[config.mk]
export PLATFORM = sky130hd
export DESIGN_NAME = lsq_share_limiter
export DESIGN_NICKNAME = d
export VERILOG_FILES = /design/src/rtl/lsl_pkg.sv /design/src/rtl/lsl_cap_calc.sv /design/src/rtl/lsl_side.sv /design/src/rtl/lsq_share_limiter.sv
export SDC_FILE = /design/constraint.sdc
export NUM_CORES = 1
export LEC_CHECK = 0
export BUFFER_PORTS_ARGS = -buffer_cell sky130_fd_sc_hd__buf_2
export CAP_MARGIN = 10
export CORE_UTILIZATION = 55
export CTS_BUF_LIST = sky130_fd_sc_hd__clkbuf_8
export DETAILED_ROUTE_END_ITERATION = 10
export PLACE_DENSITY_LB_ADDON = 0.2
export SETUP_SLACK_MARGIN = 0.15
export SLEW_MARGIN = 0
export SYNTH_ARGS = -nofsm -noshare
export SYNTH_HDL_FRONTEND = slang
export SYNTH_SLANG_ARGS = --single-unit
[constraint.sdc]
create_clock -name clk -period 6.29 [get_ports clk]
set_clock_uncertainty 0.2 [all_clocks]
set_input_delay 0.9435 -clock clk [delete_from_list [all_inputs] [get_ports clk]]
set_output_delay 0.9435 -clock clk [all_outputs]
set_load 0.005 [all_outputs]
[src/rtl/lsl_pkg.sv]
package lsl_pkg;
  typedef enum logic [1:0] {
    POL_SHARED = 2'b00,
    POL_SPLIT  = 2'b01,
    POL_CAPPED = 2'b10,
    POL_BAD    = 2'b11
  } share_pol_e;
endpackage

[src/rtl/lsl_cap_calc.sv]
module lsl_cap_calc
  import lsl_pkg::*;
#(
  parameter int DEPTH = 8,
  parameter int NT    = 4,
  parameter int LIM_W = 6,
  parameter int CW    = 4
) (
  input  share_pol_e        pol,
  input  logic [NT-1:0]     active_mask,
  input  logic [LIM_W-1:0]  share_limit,
  output logic [CW-1:0]     cap
);
  localparam int PW = $clog2(NT + 1);

  logic [CW-1:0] part_tab [NT+1];
  logic [PW-1:0] n_act;

  // Split shares are computed when the design is built: entry k holds DEPTH/k.
  for (genvar k = 0; k <= NT; k++) begin : g_tab
    assign part_tab[k] = (k == 0) ? '0 : CW'(DEPTH / ((k == 0) ? 1 : k));
  end

  always_comb begin
    n_act = '0;
    for (int i = 0; i < NT; i++) n_act = n_act + PW'(active_mask[i]);
  end

  always_comb begin
    case (pol)
      POL_SPLIT:  cap = part_tab[n_act];
      POL_CAPPED: cap = (int'(share_limit) >= DEPTH) ? CW'(DEPTH) : CW'(share_limit);
      default:    cap = CW'(DEPTH);
    endcase
  end
endmodule

[src/rtl/lsl_side.sv]
module lsl_side #(
  parameter int NT    = 4,
  parameter int DEPTH = 8,
  parameter int CW    = 4,
  parameter int TW    = 2
) (
  input  logic             clk,
  input  logic             rst_n,
  input  logic             dyn_mode,
  input  logic             block,
  input  logic [CW-1:0]    cap,
  input  logic             alloc_valid,
  input  logic [TW-1:0]    alloc_tid,
  output logic             alloc_ready,
  input  logic             free_vld,
  input  logic [TW-1:0]    free_tid,
  output logic [NT-1:0]    thr_full,
  output logic [NT-1:0]    thr_empty,
  output logic [NT*CW-1:0] free_flat,
  output logic             side_full,
  output logic             side_empty
);
  localparam int TOT_W = $clog2(NT * DEPTH + 1);

  logic [CW-1:0]    occ [NT];
  logic [NT-1:0]    own_full;
  logic [TOT_W-1:0] total;

  always_comb begin
    total = '0;
    for (int i = 0; i < NT; i++) total = total + TOT_W'(occ[i]);
  end

  assign side_full   = (|own_full) || (int'(total) >= DEPTH);
  assign side_empty  = (total == '0);
  assign alloc_ready = !block && !own_full[alloc_tid] && (int'(total) < DEPTH);

  for (genvar t = 0; t < NT; t++) begin : g_thr
    logic inc, dec;
    assign inc = alloc_valid && alloc_ready && (alloc_tid == TW'(t));
    assign dec = free_vld && (free_tid == TW'(t)) && (occ[t] != '0);

    always_ff @(posedge clk) begin
      if (!rst_n) occ[t] <= '0;
      else if (inc && !dec) occ[t] <= occ[t] + 1'b1;
      else if (dec && !inc) occ[t] <= occ[t] - 1'b1;
    end

    assign own_full[t]            = (occ[t] >= cap);
    assign thr_full[t]            = dyn_mode ? side_full : own_full[t];
    assign thr_empty[t]           = (occ[t] == '0);
    assign free_flat[t*CW +: CW]  = own_full[t] ? '0 : (cap - occ[t]);
  end
endmodule

[src/rtl/lsq_share_limiter.sv]
module lsq_share_limiter
  import lsl_pkg::*;
#(
  parameter int  NT       = 4,
  parameter int  LQ_DEPTH = 8,
  parameter int  SQ_DEPTH = 12,
  parameter int  LIM_W    = 6,
  localparam int TW       = (NT > 1) ? $clog2(NT) : 1,
  localparam int LCW      = $clog2(LQ_DEPTH + 1),
  localparam int SCW      = $clog2(SQ_DEPTH + 1)
) (
  input  logic              clk,
  input  logic              rst_n,
  input  logic [1:0]        pol_sel,
  input  logic [LIM_W-1:0]  share_limit,
  input  logic [NT-1:0]     active_mask,
  input  logic              ld_alloc_valid,
  input  logic [TW-1:0]     ld_alloc_tid,
  output logic              ld_alloc_ready,
  input  logic              ld_free_vld,
  input  logic [TW-1:0]     ld_free_tid,
  input  logic              st_alloc_valid,
  input  logic [TW-1:0]     st_alloc_tid,
  output logic              st_alloc_ready,
  input  logic              st_free_vld,
  input  logic [TW-1:0]     st_free_tid,
  output logic [NT-1:0]     thr_ld_full,
  output logic [NT-1:0]     thr_st_full,
  output logic [NT-1:0]     thr_empty,
  output logic [NT*LCW-1:0] ld_free_flat,
  output logic [NT*SCW-1:0] st_free_flat,
  output logic              lq_full,
  output logic              sq_full,
  output logic              lsq_full,
  output logic              lq_empty,
  output logic              sq_empty,
  output logic              drained,
  output logic              cfg_err
);
  share_pol_e     pol;
  logic [LCW-1:0] ld_cap;
  logic [SCW-1:0] st_cap;
  logic [NT-1:0]  ld_thr_empty, st_thr_empty;
  logic           dyn_mode;

  assign pol      = share_pol_e'(pol_sel);
  assign dyn_mode = (pol == POL_SHARED);
  assign cfg_err  = (pol == POL_BAD) ||
                    ((pol == POL_CAPPED) &&
                     ((int'(share_limit) <= LQ_DEPTH) || (int'(share_limit) <= SQ_DEPTH)));

  lsl_cap_calc #(.DEPTH(LQ_DEPTH), .NT(NT), .LIM_W(LIM_W), .CW(LCW)) u_ld_cap (
    .pol(pol), .active_mask(active_mask), .share_limit(share_limit), .cap(ld_cap));

  lsl_cap_calc #(.DEPTH(SQ_DEPTH), .NT(NT), .LIM_W(LIM_W), .CW(SCW)) u_st_cap (
    .pol(pol), .active_mask(active_mask), .share_limit(share_limit), .cap(st_cap));

  lsl_side #(.NT(NT), .DEPTH(LQ_DEPTH), .CW(LCW), .TW(TW)) u_ld_side (
    .clk(clk), .rst_n(rst_n), .dyn_mode(dyn_mode), .block(cfg_err), .cap(ld_cap),
    .alloc_valid(ld_alloc_valid), .alloc_tid(ld_alloc_tid), .alloc_ready(ld_alloc_ready),
    .free_vld(ld_free_vld), .free_tid(ld_free_tid),
    .thr_full(thr_ld_full), .thr_empty(ld_thr_empty), .free_flat(ld_free_flat),
    .side_full(lq_full), .side_empty(lq_empty));

  lsl_side #(.NT(NT), .DEPTH(SQ_DEPTH), .CW(SCW), .TW(TW)) u_st_side (
    .clk(clk), .rst_n(rst_n), .dyn_mode(dyn_mode), .block(cfg_err), .cap(st_cap),
    .alloc_valid(st_alloc_valid), .alloc_tid(st_alloc_tid), .alloc_ready(st_alloc_ready),
    .free_vld(st_free_vld), .free_tid(st_free_tid),
    .thr_full(thr_st_full), .thr_empty(st_thr_empty), .free_flat(st_free_flat),
    .side_full(sq_full), .side_empty(sq_empty));

  assign thr_empty = ld_thr_empty & st_thr_empty;
  assign lsq_full  = lq_full || sq_full;
  assign drained   = lq_empty && sq_empty;
endmodule

==> flow_metrics.tcl <==
set metrics [dict create \
    avgRoutedWirePerCell_um 16.33 \
    synthesis.nets 711 \
    nets 788 \
    die_w_um 98.39 \
    ir_drop_mv 0.1039 \
    hold_buffers 0 \
    cap_viol_max_count 0 \
    mappedNetlistArea_um2 5110 \
    tritoncts "built" \
    synthFlopType "edfxtp_1" \
    grt_antenna_before_repair 0 \
    design_area_um2 5699 \
    slew-limit-headroom_pct 46.87 \
    synth_area_leader_cell "edfxtp_1" \
    worst_pin_slew_ns 0.7903 \
    dp_cells 769 \
    rsz0062_at_grt "false" \
    syn-mean-instance-area_um2 8.646 \
    area_delta_synth_final_pct 11.53 \
    initial_core_util_pct 57.75 \
    post_cts_buffers 0 \
    num_rows 34 \
    gp_congestion 0.9072 \
    fin_cells 777 \
    yosys_warnings 0 \
    clk_pin_slew_ns 0.08 \
    finalCriticalPeriod_ns 5.702 \
    cp_max_fo 7 \
    grt_overflow 0 \
    drtPass1Iterations 9 \
    ctsResizeCount 0 \
    root_buffer "clkbuf_8" \
    numCtsBuffers 5 \
    grtUsageTotal_pct 27.22 \
    die-area_um2 9681 \
    end_kind "output pin" \
    violations "DRC" \
    syn-instance-count 591 \
    fp.dieH_um 98.39 \
    synth_top_area_share_pct 18.81 \
    avgViaCountPerCell 5.851 \
    ys_types 60 \
    htree_levels 2 \
    ys_seq_area_share_pct 18.81 \
    clock.fmax_ghz 0.1754 \
    power_density_nw_per_um2 196.7 \
    finalCritPeriodShare_pct 90.66 \
    vias 4546 \
    synth-seq-cells 32 \
    portBuffers 78 \
    synth_area_leaders "edfxtp_1, ha_1, fa_1" \
    grt_max_degree 53 \
    grt_pass1_vias 4600 \
    clock-sinks 32 \
    grt_pass1_wl_mm 21.17 \
    setup-tns-final_ns 0 \
    setup_viol 0 \
    ant_nets 0 \
    clock_path_buffers 2 \
    pin_count 79 \
    synthArstFlopShare_pct 0 \
    p_leak_nw 2.707 \
    synth_edf_count 32 \
    drtIter0Drc 174 \
    coreArea_um2 8848 \
    crit_type "in -> out" \
    report.final.slew_viol_count 0 \
    min_path_type "reg -> reg" \
    cp.required_ns 5.15 \
    dp_hpwl_mm 10.56 \
    arrival_ns 4.56 \
    n_antenna_cell 0 \
    status "complete, but fails checks" \
    insertion_delay_ns 0.29 \
    drt_wl_total_mm 12.69 \
    post-route-util_pct 64.41 \
    final-hold-violation-count 0 \
    dpl_cell_area_um2 5615 \
    remaining_drc_errors 2 \
    critPathLaunchType "input port" \
    drive_gt1_share_pct 15.25 \
    whs_ns 0.5083 \
]
[metrics by stage]
step                      worst slack, ns  total power, mW
final                              0.5876            1.121
after CTS                          0.5753            1.127
after global placement             0.6154           0.9385
after floorplan                    0.6524           0.7597
after detailed placement           0.4329           0.9635
after global routing               0.2143            1.223
[path summary, 6_finish.rpt]
| path | from | end | slack [ns] | depth (start not counted) |
|---|---|---|---|---|
| max | active_mask[0] | thr_ld_full[3] | 0.59 | 18 |
| min | u_st_side.occ[1][0] | u_st_side.occ[1][0] | 0.51 | 1 |
| max reg2reg | u_st_side.occ[0][4] | u_st_side.occ[1][3] | 0.83 | 19 |
| min reg2reg | u_st_side.occ[1][0] | u_st_side.occ[1][0] | 0.51 | 1 |
[worst max-delay path: stages]
cell and delay [ns]:
buf_2 0.10, ha_1 0.26, inv_1 0.04, fa_1 0.35, inv_1 0.06, ha_1 0.20, nor2b_1 0.14, o21ai_0 0.08
a21boi_0 0.61, buf_4 0.28, fa_1 0.22, a21o_1 0.12, a21oi_1 0.07, a41o_1 0.31, nor3_1 0.21, nand3_1 0.21
a21o_1 0.24, buf_2 0.12
[cell families after synthesis]
group / count (synthesis) / synth area share, %
XOR/XNOR: 43 / 7.370
AND/OR/NAND/NOR: 216 / 23.95
multiplexers: 2 / 0.4163
adder cells (fa/ha/maj): 94 / 26.25
AO/OA/AOI/OAI: 123 / 17.24
buffers and inverters: 81 / 5.974
flip-flops: 32 / 18.81
[area by class of cell]
class,instances,area [um^2]
multi-input cells,478,3844
fillers,779,3149
flip-flops and latches,32,960.9
repair buffers,81,412.9
inverters,70,262.8
well taps,108,135.1
clock buffers,5,68.82
clock inverters,3,15.01
[power by group]
part | total, mW | switching [mW] | leakage [nW] | internal (mW)
Combinational | 0.679 | 0.390 | 2.33 | 0.289
Clock | 0.159 | 0.0839 | 0.0430 | 0.0752
Sequential | 0.283 | 0.0267 | 0.335 | 0.256
[Yosys cell counts (5+ instances only)]
master    count
ha_1         72
nor3_1        8
a31oi_1       5
nor3b_1      18
clkbuf_1     10
nand2_1      42
xnor2_1      23
a21oi_1      31
o211ai_1      7
edfxtp_1     32
fa_1         22
o31ai_1       6
inv_1        69
and2_1        9
o21ai_0       6
nor2_1       50
a41o_1        7
or3_1         9
nand4_1       7
nand2b_1      9
a211o_1       6
nand3_1      20
xor2_1       20
and3_1        9
nor2b_1      11
a21o_1       23
a21boi_0      8
[flip-flops by register name, indices dropped and copies added (netlist names)]
register	cells
u_st_side.occ	16
u_ld_side.occ	16
[cell usage in the layout (no fill, tap or decap), types with 6 or more instances in the layout]
| cell | count |
|---|---|
| xor2_1 | 20 |
| a41o_1 | 7 |
| inv_1 | 70 |
| nand4_1 | 7 |
| nand2b_1 | 9 |
| nor3_1 | 8 |
| nand2_1 | 42 |
| ha_1 | 72 |
| or3_1 | 9 |
| nor2b_1 | 11 |
| nand3_1 | 20 |
| a211o_1 | 6 |
| xnor2_1 | 23 |
| fa_1 | 22 |
| a21oi_1 | 31 |
| o21ai_0 | 6 |
| a21boi_0 | 8 |
| nor2_1 | 50 |
| nor3b_1 | 18 |
| o31ai_1 | 6 |
| buf_2 | 78 |
| a21o_1 | 23 |
| and3_1 | 9 |
| and2_1 | 9 |
| o211ai_1 | 7 |
| edfxtp_1 | 32 |
[metal layers]
metal	part of all wire (%)	GRT usage [%]	vias to the layer above	routed length [um]
met4	2.7	9.185	0	344
met2	52	51.41	81	6659
met1	42	31.10	2182	5320
met5	0	0	-	0
met3	2.9	4.152	24	365
li1	-	-	2259	-
Power figures use the tool's default switching activity.
